File: src/rtl/ptimer_pkg.sv
package ptimer_pkg;

    typedef enum logic [1:0] {
        REG_LOAD  = 2'd0,
        REG_COUNT = 2'd1,
        REG_CTRL  = 2'd2,
        REG_FLAG  = 2'd3
    } reg_sel_e;

    typedef struct packed {
        logic chain;
        logic ie;
        logic run;
    } ctrl_t;

endpackage

File: src/rtl/ptimer_regdec.sv
module ptimer_regdec
    import ptimer_pkg::*;
#(
    parameter int NUM_CH = 4,
    parameter int ADDR_W = 8
) (
    input  logic                 wr_i,
    input  logic [ADDR_W-1:0]    addr_i,
    output logic                 glob_wr_o,
    output logic [NUM_CH-1:0]    load_wr_o,
    output logic [NUM_CH-1:0]    ctrl_wr_o,
    output logic [NUM_CH-1:0]    flag_wr_o,
    output logic                 aligned_o,
    output logic [ADDR_W-5:0]    slot_o,
    output reg_sel_e             sel_o
);
    localparam int SLOT_W = ADDR_W - 4;

    always_comb begin
        aligned_o = (addr_i[1:0] == 2'b00);
        slot_o    = addr_i[ADDR_W-1:4];
        sel_o     = reg_sel_e'(addr_i[3:2]);
        glob_wr_o = wr_i && aligned_o && (slot_o == '0) && (addr_i[3:2] == 2'b00);
        load_wr_o = '0;
        ctrl_wr_o = '0;
        flag_wr_o = '0;
        for (int c = 0; c < NUM_CH; c++) begin
            if (wr_i && aligned_o && slot_o == SLOT_W'(c + 1)) begin
                load_wr_o[c] = (sel_o == REG_LOAD);
                ctrl_wr_o[c] = (sel_o == REG_CTRL);
                flag_wr_o[c] = (sel_o == REG_FLAG);
            end
        end
    end

endmodule

File: src/rtl/ptimer_chan.sv
module ptimer_chan
    import ptimer_pkg::*;
#(
    parameter int CNT_W     = 32,
    parameter bit CAN_CHAIN = 1'b1
) (
    input  logic             clk,
    input  logic             rst_n,
    input  logic             active_i,
    input  logic             wr_load_i,
    input  logic             wr_ctrl_i,
    input  logic             wr_flag_i,
    input  logic [CNT_W-1:0] wdata_i,
    input  logic             prev_trig_i,
    output logic [CNT_W-1:0] load_o,
    output logic [CNT_W-1:0] count_o,
    output ctrl_t            ctrl_o,
    output logic             flag_o,
    output logic             trig_o,
    output logic             irq_o
);
    typedef struct packed {
        logic [CNT_W-1:0] load;
        logic [CNT_W-1:0] cnt;
        ctrl_t            ctrl;
        logic             flag;
        logic             trig;
    } chan_state_t;

    chan_state_t s_d, s_q;
    ctrl_t       new_ctrl_w;
    logic        start_w;
    logic        step_w;

    always_comb begin
        new_ctrl_w = ctrl_t'(wdata_i[2:0]);
        if (!CAN_CHAIN) begin
            new_ctrl_w.chain = 1'b0;
        end
        start_w = wr_ctrl_i && new_ctrl_w.run && !s_q.ctrl.run;
        step_w  = active_i && s_q.ctrl.run && (!s_q.ctrl.chain || prev_trig_i);

        s_d      = s_q;
        s_d.trig = 1'b0;
        if (wr_load_i) begin
            s_d.load = wdata_i;
        end
        if (wr_ctrl_i) begin
            s_d.ctrl = new_ctrl_w;
        end
        if (start_w) begin
            s_d.cnt = s_q.load;
        end else if (step_w) begin
            if (s_q.cnt == '0) begin
                s_d.cnt  = s_q.load;
                s_d.trig = 1'b1;
            end else begin
                s_d.cnt = s_q.cnt - 1'b1;
            end
        end
        if (wr_flag_i && wdata_i[0]) begin
            s_d.flag = 1'b0;
        end
        if (s_d.trig) begin
            s_d.flag = 1'b1;
        end
    end

    always_ff @(posedge clk or negedge rst_n) begin
        if (!rst_n) begin
            s_q <= '0;
        end else begin
            s_q <= s_d;
        end
    end

    assign load_o  = s_q.load;
    assign count_o = s_q.cnt;
    assign ctrl_o  = s_q.ctrl;
    assign flag_o  = s_q.flag;
    assign trig_o  = s_q.trig;
    assign irq_o   = s_q.flag && s_q.ctrl.ie;

    AST_TRIG_AFTER_ZERO: assert property (@(posedge clk) disable iff (!rst_n)
        s_q.trig |-> $past(s_q.cnt) == '0);
    AST_RELOAD_VALUE: assert property (@(posedge clk) disable iff (!rst_n)
        s_q.trig |-> s_q.cnt == $past(s_q.load));
    AST_HOLD_WHEN_OFF: assert property (@(posedge clk) disable iff (!rst_n)
        (!active_i && !start_w) |=> $stable(s_q.cnt));
    AST_CHAIN_WAIT: assert property (@(posedge clk) disable iff (!rst_n)
        (s_q.ctrl.chain && !prev_trig_i && !start_w) |=> $stable(s_q.cnt));
    AST_FLAG_STICKY: assert property (@(posedge clk) disable iff (!rst_n)
        (s_q.flag && !(wr_flag_i && wdata_i[0])) |=> s_q.flag);

endmodule

File: src/rtl/ptimer_bank.sv
module ptimer_bank
    import ptimer_pkg::*;
#(
    parameter int NUM_CH = 4,
    parameter int CNT_W  = 32,
    parameter int DATA_W = 32,
    parameter int ADDR_W = 8
) (
    input  logic              clk,
    input  logic              rst_n,
    input  logic              bus_wr_i,
    input  logic [ADDR_W-1:0] bus_addr_i,
    input  logic [DATA_W-1:0] bus_wdata_i,
    output logic [DATA_W-1:0] bus_rdata_o,
    output logic [NUM_CH-1:0] trig_o,
    output logic [NUM_CH-1:0] irq_o
);
    localparam int SLOT_W = ADDR_W - 4;

    typedef struct packed {
        logic mdis;
    } glob_state_t;

    glob_state_t g_d, g_q;

    logic              glob_wr_w;
    logic [NUM_CH-1:0] load_wr_w, ctrl_wr_w, flag_wr_w;
    logic              aligned_w;
    logic [SLOT_W-1:0] slot_w;
    reg_sel_e          sel_w;

    logic [CNT_W-1:0]  load_w  [NUM_CH];
    logic [CNT_W-1:0]  count_w [NUM_CH];
    ctrl_t             ctrl_w  [NUM_CH];
    logic [NUM_CH-1:0] flag_w;
    logic [NUM_CH:0]   chain_in_w;

    ptimer_regdec #(.NUM_CH(NUM_CH), .ADDR_W(ADDR_W)) u_dec (
        .wr_i      (bus_wr_i),
        .addr_i    (bus_addr_i),
        .glob_wr_o (glob_wr_w),
        .load_wr_o (load_wr_w),
        .ctrl_wr_o (ctrl_wr_w),
        .flag_wr_o (flag_wr_w),
        .aligned_o (aligned_w),
        .slot_o    (slot_w),
        .sel_o     (sel_w)
    );

    always_comb begin
        g_d = g_q;
        if (glob_wr_w) begin
            g_d.mdis = bus_wdata_i[0];
        end
    end

    always_ff @(posedge clk or negedge rst_n) begin
        if (!rst_n) begin
            g_q.mdis <= 1'b1;
        end else begin
            g_q <= g_d;
        end
    end

    assign chain_in_w[0] = 1'b0;

    for (genvar c = 0; c < NUM_CH; c++) begin : g_chan
        ptimer_chan #(.CNT_W(CNT_W), .CAN_CHAIN(c != 0)) u_chan (
            .clk         (clk),
            .rst_n       (rst_n),
            .active_i    (!g_q.mdis),
            .wr_load_i   (load_wr_w[c]),
            .wr_ctrl_i   (ctrl_wr_w[c]),
            .wr_flag_i   (flag_wr_w[c]),
            .wdata_i     (bus_wdata_i[CNT_W-1:0]),
            .prev_trig_i (chain_in_w[c]),
            .load_o      (load_w[c]),
            .count_o     (count_w[c]),
            .ctrl_o      (ctrl_w[c]),
            .flag_o      (flag_w[c]),
            .trig_o      (trig_o[c]),
            .irq_o       (irq_o[c])
        );
        assign chain_in_w[c+1] = trig_o[c];
    end

    always_comb begin
        bus_rdata_o = '0;
        if (aligned_w) begin
            if (slot_w == '0) begin
                if (sel_w == REG_LOAD) begin
                    bus_rdata_o[0] = g_q.mdis;
                end
            end else begin
                for (int c = 0; c < NUM_CH; c++) begin
                    if (slot_w == SLOT_W'(c + 1)) begin
                        case (sel_w)
                            REG_LOAD:  bus_rdata_o[CNT_W-1:0] = load_w[c];
                            REG_COUNT: bus_rdata_o[CNT_W-1:0] = count_w[c];
                            REG_CTRL:  bus_rdata_o[2:0]       = ctrl_w[c];
                            default:   bus_rdata_o[0]         = flag_w[c];
                        endcase
                    end
                end
            end
        end
    end

    AST_QUIET_WHEN_DISABLED: assert property (@(posedge clk) disable iff (!rst_n)
        g_q.mdis |=> (trig_o == '0));

endmodule

File: config.mk
export PLATFORM = sky130hd
export DESIGN_NAME = ptimer_bank
export DESIGN_NICKNAME = d
export VERILOG_FILES = /design/src/rtl/ptimer_pkg.sv /design/src/rtl/ptimer_regdec.sv /design/src/rtl/ptimer_chan.sv /design/src/rtl/ptimer_bank.sv
export SDC_FILE = /design/constraint.sdc
export NUM_CORES = 1
export LEC_CHECK = 0
export BUFFER_PORTS_ARGS = -buffer_cell sky130_fd_sc_hd__buf_2
export CORE_ASPECT_RATIO = 0.9
export CORE_MARGIN = 5
export CORE_UTILIZATION = 48
export CTS_CLUSTER_SIZE = 40
export DETAILED_ROUTE_END_ITERATION = 16
export GPL_TIMING_DRIVEN = 0
export PLACE_DENSITY = 0.76
export SLEW_MARGIN = 20
export SYNTH_ARGS = -nofsm -noshare
export SYNTH_HDL_FRONTEND = slang
export SYNTH_SLANG_ARGS = --single-unit
File: constraint.sdc
create_clock -name clk -period 5.8 [get_ports clk]
set_input_delay 1.74 -clock clk [delete_from_list [all_inputs] [get_ports clk]]
set_output_delay 1.74 -clock clk [all_outputs]
set_load 0.05 [all_outputs]
### Yosys cells after proc, flatten, opt, wreduce, memory -nomap -nowiden

Cells that the tools add are included.

* add/subtract/negate cells: 4
* muxes and demuxes: 66
* reduce and logical (&&, ||, !) cells: 56
* equality and inequality tests: 7

Operator list (count)
* 2-to-1 mux 32 bit: 19
* one-hot mux 29 bit (2 select lines): 4
* logical NOT 32 bit: 4
* subtractor 32 x 1 -> 32 bit, second input constant: 4
* 2-to-1 mux 1 bit: 34
* 2-to-1 mux 31 bit: 1
* logical AND 1 bit: 30
* one-hot mux 2 bit (3 select lines): 4
* nonzero test 2 bit: 8
* one-hot mux 1 bit (3 select lines): 4
* == test 4 x 2 -> 1 bit, second input constant: 2
* logical NOT 1 bit: 8
* == test 2 bit, second input constant: 2
* == test 4 x 1 -> 1 bit, second input constant: 1
* == test 4 x 3 -> 1 bit, second input constant: 1
* logical NOT 2 bit: 2
* logical NOT 4 bit: 1
* logical OR 1 bit: 3
* == test 2 x 1 -> 1 bit, second input constant: 1

* register bits: 276
* input port bits: 43
* output and inout bits: 40

### Longest topological paths before layout

Gate-level depths: netlist (run 1).

* word-level depth: 13
* mapped depth: 11
* depth with buffers taken out: 8

### Hierarchy

A second synthesis (run 1) with hierarchy kept.

* cell total of the unflattened synthesis: 1832
* area, all modules: 17426.7 sq um

Modules (own cells, without submodules)
* ptimer_chan (g_chan[1].u_chan ...): area each 3593.4 sq um, cells each 353, instances 2
* ptimer_chan (g_chan[3].u_chan): area each 3609.7 sq um, cells each 362, instances 1
* ptimer_chan (g_chan[0].u_chan): area each 3607.2 sq um, cells each 363, instances 1
* ptimer_bank: area each 2805.2 sq um, cells each 370, instances 1
* ptimer_regdec: area each 217.7 sq um, cells each 31, instances 1

### Worst setup path after synthesis (run 1)

Ideal clock, no wire load.

* path kind: input port to output port
* start point: in bus_addr_i[2]
* end point: out bus_rdata_o[2]
* data arrival time: 4.260 ns
* data required time: 4.060 ns
* stages: 7
* slack: -0.200 ns
* path buffers: 3
* path through: clkbuf_1 clkbuf_1 buf_1 a211oi_1 a21oi_1 o22ai_1 a221oi_1

* cells in the longest elaborated chain, start to end: 13

Ends and longest elaborated chain
* start, declared: line ptimer_bank.sv:12 `input logic [ADDR_W-1:0] bus_addr_i,`
* == test 2 bit, or another cell as far along: line ptimer_bank.sv:97 `case (sel_w)`
* one-hot mux 2 bit (3 select lines): line ptimer_bank.sv:97
* 2-to-1 mux 32 bit: line ptimer_bank.sv:96 `if (slot_w == SLOT_W'(c + 1)) begin`
* 2-to-1 mux 32 bit: line ptimer_bank.sv:90 `if (slot_w == '0) begin`
* 2-to-1 mux 32 bit: line ptimer_bank.sv:89 `if (aligned_w) begin`
* one-hot mux 2 bit (3 select lines): line ptimer_bank.sv:97
* 2-to-1 mux 32 bit: line ptimer_bank.sv:96
* one-hot mux 2 bit (3 select lines): line ptimer_bank.sv:97
* 2-to-1 mux 32 bit: line ptimer_bank.sv:96
* one-hot mux 2 bit (3 select lines): line ptimer_bank.sv:97
* 2-to-1 mux 32 bit *: line ptimer_bank.sv:96
* 2-to-1 mux 31 bit *: line ptimer_bank.sv:90
* 2-to-1 mux 32 bit *: line ptimer_bank.sv:89
* end, declared: line ptimer_bank.sv:14 `output logic [DATA_W-1:0] bus_rdata_o,`

Mark *: on every way between the ends. The rest lies on a longest branch, timed or not. The select of a mux whose other input is x is not followed.

### Final worst setup path (run 1)

Same ends and word-level chain as after synthesis.

==> results of run 1 <==
[power by group]
group | switching [uW] | internal (uW)
logic | 650 | 375
registers | 240 | 2100
clock network | 831 | 1130
total | 1720 | 3600
[critical path: stages]
cell	delay, ns
buf_2	0.28
buf_4	0.32
clkbuf_4	0.35
a211oi_1	0.07
a21oi_1	0.29
o22ai_1	0.16
a221oi_2	0.48
clkbuf_4	0.35
[flip-flops by register name, indices dropped and copies added, names as in the netlist]
signal,count
g_chan.u_chan.ctrl_o,11
g_chan.u_chan.count_o,128
g_chan.u_chan.trig_o,4
g_chan.u_chan.load_o,128
g_chan.u_chan.flag_o,4
g_q,1
[area by class of cell]
cell class | count | share of cell area [%]
Multi-Input combinational cell | 1325 | 48.82
Sequential cell | 276 | 36.26
Clock buffer | 45 | 4.611
Buffer | 136 | 3.278
Tap cell | 462 | 3.034
Timing Repair Buffer | 85 | 2.772
Inverter | 33 | 0.6502
Clock inverter | 9 | 0.5320
Antenna cell | 3 | 0.03941
[routing by layer]
layer  track usage, %  wire (um)
met5                0        131
met2            48.50      29020
met4            14.30       3398
met3            9.009       7685
met1            46.63      26160
[logic make-up after synthesis]
kind of cell,synth area share (%)
XOR/XNOR,0.1579
adder cells (fa/ha/maj),0.6013
multiplexers,17.83
flip-flops,41.50
AO/OA/AOI/OAI,17.48
buffers and inverters,4.344
AND/OR/NAND/NOR,18.09
[layout by cell type (no fill, tap or decap), drive strengths merged, types with 10 or more instances in the layout]
cell / netlist / layout
a211oi: 10 / 10
a21oi: 126 / 126
a221o: 11 / 11
a22oi: 14 / 14
a311oi: 12 / 12
a31oi: 25 / 25
buf: 34 / 109
clkbuf: 106 / 157
dfrtp: 275 / 275
inv: 33 / 34
mux2: 166 / 166
mux2i: 103 / 103
nand2: 114 / 114
nand3: 72 / 72
nand4: 31 / 31
nor2: 127 / 127
nor3: 82 / 82
nor4: 41 / 41
o211ai: 15 / 15
o21a: 10 / 10
o21ai: 109 / 109
o22a: 17 / 17
o22ai: 40 / 40
o31ai: 10 / 10
or3: 25 / 25
or4: 24 / 24
[worst max-delay path by stage]
stage               cells past startpoint                            to     startpoint
finish                                  8                bus_rdata_o[2]  bus_addr_i[2]
global route                            8               bus_rdata_o[22]  bus_addr_i[5]
CTS                                     8                bus_rdata_o[9]  bus_addr_i[4]
detailed placement                      9               bus_rdata_o[30]  bus_addr_i[2]
global placement                        1  g_chan[1].u_chan.count_o[10]          rst_n
floorplan                               6                bus_rdata_o[1]  bus_addr_i[4]
[repair_timing]
action | CTS | global route
gates cloned | 0 | 0
resized for setup | 48 | 39
setup buffers | 0 | 0
endpoints found under the setup margin | 32 | 32
pin swaps | 0 | 1
[per-stage QoR]
step                      setup WS, ns  cells  total power, uW
after floorplan                0.06241   1774             2929
after global placement          -2.218   2318             3288
after detailed placement        -1.194   2321             3323
after CTS                     -0.06528   2373             5278
after global routing          -0.05648   2373             5515
final                        -0.007859   2374             5323
==> impl_metrics.csv, run 1 <==
group,metric,value,unit
synthesis,ys_seq_elements,276,
worst_setup_path,timing.rr.start,"g_chan[2].u_chan.count_o[27]",
timing,setup_viol,1,
synthesis,synth_area,0.01665,mm^2
floorplanning,die_area,0.03851,mm^2
synthesis,ys_seq_area_share,41.50,%
synthesis,yosysMostFrequentCell,"dfrtp_1",
floorplanning,rows,64,
cells_and_area,multi_input_area,0.009300,mm^2
drt,drc,0,
synthesis,netlist.area_leader.share,41.34,%
synthesis,synth_largest_area_cell,"dfrtp_1",
worst_setup_path,r2r-end,"g_chan[2].u_chan.count_o[11]",
run_status,violations,"negative setup slack",
floorplanning,die_y,186.7,um
placed_design,dpl_cell_area,0.01777,mm^2
timing,fmax,0.1722,GHz
worst_setup_path,worst_r2r_path_depth,7,
drt,drt_iter0_drc,2049,
cells_and_area,register_area,0.006908,mm^2
grt,overflow,0,
drt,drtAntennaViolNets,0,
cells_and_area,syn2layout_area_growth,14.44,%
drt,vias,16260,
worst_setup_path,timing.critical_path.fanout_max,11,
synthesis,synth.area.top_cells,"dfrtp_1 41%, mux2_2 11%, mux2i_1 6.2%",
cells_and_area,final_util,55.84,%
timing,timing.setup.tns,-0.007859,ns
worst_hold_path,min_delay_worst_endpoint,"g_chan[3].u_chan.count_o[13]",
worst_setup_path,rrSetupSlack,2.23,ns
floorplanning,die_w,206.3,um
worst_setup_path,cp-start-kind,"primary input",
drt,drt-total-wl,66.40,mm
grt,grt_pass1_vias,15170,
cts,cts_inserted_buffers,31,
timing,finalHoldViolations,0,
cells_and_area,nFillCells,3088,
worst_setup_path,critPathCaptureType,"primary output",
power_and_ir_drop,pwr_density_cell,279.4,mW/mm^2
power_and_ir_drop,max-vdd-ir-drop,0.0003112,V
drt,first_pass_iters,7,
run_status,status,"complete, but fails checks",
synthesis,ys_warn_count,0,
cts,clk_latency,0.59,ns
cells_and_area,drive_above_1_share,21.11,%
flow_run,drv_cap,0,
timing,worstMarginPinSlew,1.083,ns
timing,fin_crit,5.808,ns
grt,antenna_found_initial,3,
placed_design,dp_hpwl,47.67,mm
cts,clockRootBuffer,"clkbuf_16",
synthesis,ys_types,74,
timing,timing.slew.headroom,27.13,%
placed_design,port_buffers,82,
cells_and_area,nets,1939,
timing,hold_slack,0.5228,ns
timing,finalCritPeriodShare,100.1,%
grt,grt_start_max_net_pins,86,
cts,cts.path.max_buffers,3,
synthesis,syn_area_per_cell,9.383,um^2
grt,grt_pass1_wl,97.48,mm
worst_setup_path,crit_type,"in2out",
floorplanning,pin_count,83,
power_and_ir_drop,leakage,0.007996,uW
synthesis,ys_top_cells_by_count,"275 x dfrtp_1, 166 x mux2_2, 126 x a21oi_1, 126 x nor2_1, 112 x nand2_1",
synthesis,synth_edf_count,0,
floorplanning,start_util,48.80,%
grt,grt_usage,33.26,%
worst_hold_path,hold_start,"g_chan[3].u_chan.count_o[13]",
cts,htree_levels,1,
cts,path_clk_slew,0.06,ns
timing,clock_skew,0.01122,ns
placed_design,place_congestion,1.172,
cells_and_area,fin_area,0.01905,mm^2
cts,hold_buffers,0,
cts,cts_tree,"yes",
synthesis,ys_async_sr_fraction,100.0,%
worst_hold_path,hold_class,"reg2reg",
drt,viasPerCell,6.850,
cts,clock-sinks,276,
drt,routedWlPerCell,27.97,um
worst_hold_path,whs_path_depth,2,
floorplanning,core_area,0.03411,mm^2
timing,rsz0062_at_grt,"yes",
worst_setup_path,arrival,4.07,ns
synthesis,synth_cells,1774,
timing,drv_slew,0,
synthesis,syn_nets,1825,
synthesis,synth_top_flop_cell,"dfrtp_1",
timing,setup_ws,-0.007859,ns
worst_setup_path,critPathRequiredTime,4.06,ns
(Power assumes the default switching activity.)
==> run 2, diff against run 1 <==
- PLACE_DENSITY: 0.76 -> not set
- PLACE_DENSITY_LB_ADDON: not set -> 0.2
- SKIP_LAST_GASP: not set -> 1
==> run 2 against run 1 <==
  * The flow still finishes with violations (negative setup slack)
  * First-iteration DRC count shrank 6.7%
  * Die area did not move
  * Global-route usage barely moved
  * Cell count hardly changed
  * Count of clock-buffer cells in the layout up 8
  * Sequential share of layout area decreased by 0.13 points
  * Via count is 2.1% lower
  * Critical path type unchanged
  * Highest routed layer unchanged
==> impl_metrics.csv, run 2 (same netlist as run 1, synthesis figures left out) <==
group,metric,value,unit
floorplanning,die_area,0.03851,mm^2
placed_design,dp_hpwl,47.84,mm
cells_and_area,final_util,56.04,%
cells_and_area,final_cell_mix,"275 x dfrtp_1, 166 x mux2_2, 126 x nor2_1, 112 x nand2_1, 112 x a21oi_1",
placed_design,dpl_cell_area,0.01778,mm^2
timing,worstMarginPinSlew,1.120,ns
floorplanning,start_util,48.80,%
worst_setup_path,cp-start-kind,"primary input",
worst_setup_path,critPathCaptureType,"primary output",
floorplanning,die_y,186.7,um
run_status,violations,"negative setup slack",
timing,clock_skew,0.008835,ns
worst_setup_path,critPathRequiredTime,4.06,ns
grt,grt_usage,33.25,%
cells_and_area,drive_above_1_share,21.14,%
worst_setup_path,crit_type,"in2out",
timing,fmax,0.1710,GHz
drt,drt_iter0_drc,1911,
grt,grt_pass1_wl,96.76,mm
timing,finalHoldViolations,0,
timing,rsz0062_at_grt,"yes",
cts,hold_buffers,0,
flow_run,drv_cap,0,
drt,drtAntennaViolNets,0,
cts,htree_levels,1,
worst_hold_path,hold_class,"reg2reg",
drt,first_pass_iters,8,
cts,cts_inserted_buffers,30,
floorplanning,die_w,206.3,um
timing,setup_viol,5,
placed_design,dpl.cell_count,2321,
power_and_ir_drop,total_power,5434,uW
drt,drt-total-wl,66.29,mm
floorplanning,core_area,0.03411,mm^2
timing,fin_crit,5.849,ns
cts,cts.path.max_buffers,3,
drt,routedWlPerCell,27.91,um
cells_and_area,fin_area,0.01912,mm^2
cts,clock-sinks,276,
drt,viasPerCell,6.700,
power_and_ir_drop,pwr_density_cell,284.3,mW/mm^2
worst_setup_path,crit_chain,"buf_2 > or4b_1 > clkbuf_1 > buf_1 > o22ai_1 > o21ai_0 > a21oi_2 > buf_2",
timing,drv_slew,0,
worst_setup_path,slowest_stage,"or4b_1",
grt,grt_start_max_net_pins,92,
power_and_ir_drop,leakage,0.008032,uW
drt,drc,0,
placed_design,place_congestion,1.295,
timing,finalCritPeriodShare,100.8,%
timing,setup_ws,-0.04894,ns
drt,vias,15910,
cts,clockRootBuffer,"clkbuf_16",
placed_design,dp_slack,-1.211,ns
cells_and_area,nets,1938,
cts,cts_tree,"yes",
cells_and_area,syn2layout_area_growth,14.85,%
cts,path_clk_slew,0.06,ns
floorplanning,pin_count,83,
cts,clk_latency,0.59,ns
grt,antenna_found_initial,4,
cells_and_area,finalNonFillerCells,2375,
power_and_ir_drop,max-vdd-ir-drop,0.0002624,V
worst_setup_path,timing.critical_path.fanout_max,10,
run_status,status,"complete, but fails checks",
floorplanning,rows,64,
worst_setup_path,slowest_delay,0.52,ns
worst_setup_path,cp_common_cell,"buf_2",
cells_and_area,final_common_cell,"dfrtp_1",
grt,grt_pass1_vias,15210,
cts,post_cts_buffers,0,
worst_setup_path,arrival,4.11,ns
grt,overflow,0,
placed_design,port_buffers,82,
timing,timing.slew.headroom,24.69,%
run 2: changes by cell type in the layout (fill, tap and decap cells not counted), moves of 2 or more:
cell / delta
clkbuf_1: -2
clkbuf_8: +10
clkinv_2: -4
mux2i_1: -2
mux2i_2: +2
o22ai_1: +5
o22ai_2: -6
run 2: metal layers:
metal	vias up	part of all wire (%)	global-route usage, %
met5	-	0.16	2.679
met4	2	6.4	16.71
met3	179	11	8.384
met2	984	43	48.54
met1	7807	40	45.63
li1	6941	-	-
run 2: worst max-delay path: cells and delay by family:
kind	cells	cell delay [ns]
AO/OA/AOI/OAI	3	0.88
AND/OR/NAND/NOR	1	0.52
buffers and inverters	4	0.96
run 2: power breakdown:
| group | switching [uW] | total [uW] | internal, uW |
|---|---|---|---|
| registers | 241 | 2340 | 2100 |
| logic | 638 | 1010 | 377 |
| clock network | 830 | 2080 | 1250 |
run 2: through the flow:
stage | setup TNS, ns | hold WS [ns]
after floorplan | 0 | 0.4544
after global placement | -659.22 | 0.4808
after detailed placement | -31.30 | 0.5081
after CTS | -1.180 | 0.5186
after global routing | -0.08967 | 0.5486
final | -0.2006 | 0.5214
run 2: timing repair:
item / CTS / global route
resized for setup: 37 / 48
pin swaps: 0 / 0
endpoints found under the setup margin: 32 / 31
run 2: area by class of cell:
class,instances,area (um^2)
multi-input cells,1325,9279
well taps,462,578.1
repair buffers,85,530.5
plain buffers,136,620.6
fillers,3086,14990
flip-flops and latches,276,6908
inverters,33,123.9
clock inverters,3,65.06
diodes,2,5.005
clock buffers,53,1008
run 2: path summary, 6_finish.rpt:
kind / start / end / slack [ns] / depth (start not counted)
worst max-delay path: bus_addr_i[5] / bus_rdata_o[25] / -0.05 / 8
worst min-delay path: g_chan[1].u_chan.load_o[16] / g_chan[1].u_chan.count_o[16] / 0.52 / 1
worst max register to register: g_chan[1].u_chan.count_o[23] / g_chan[1].u_chan.count_o[27] / 2.34 / 7
worst min register to register: g_chan[1].u_chan.load_o[16] / g_chan[1].u_chan.count_o[16] / 0.52 / 1
max in group asynchronous: rst_n / g_chan[1].u_chan.count_o[3] / 3.59 / 3
min in group asynchronous: rst_n / g_chan[3].u_chan.load_o[21] / 1.04 / 1
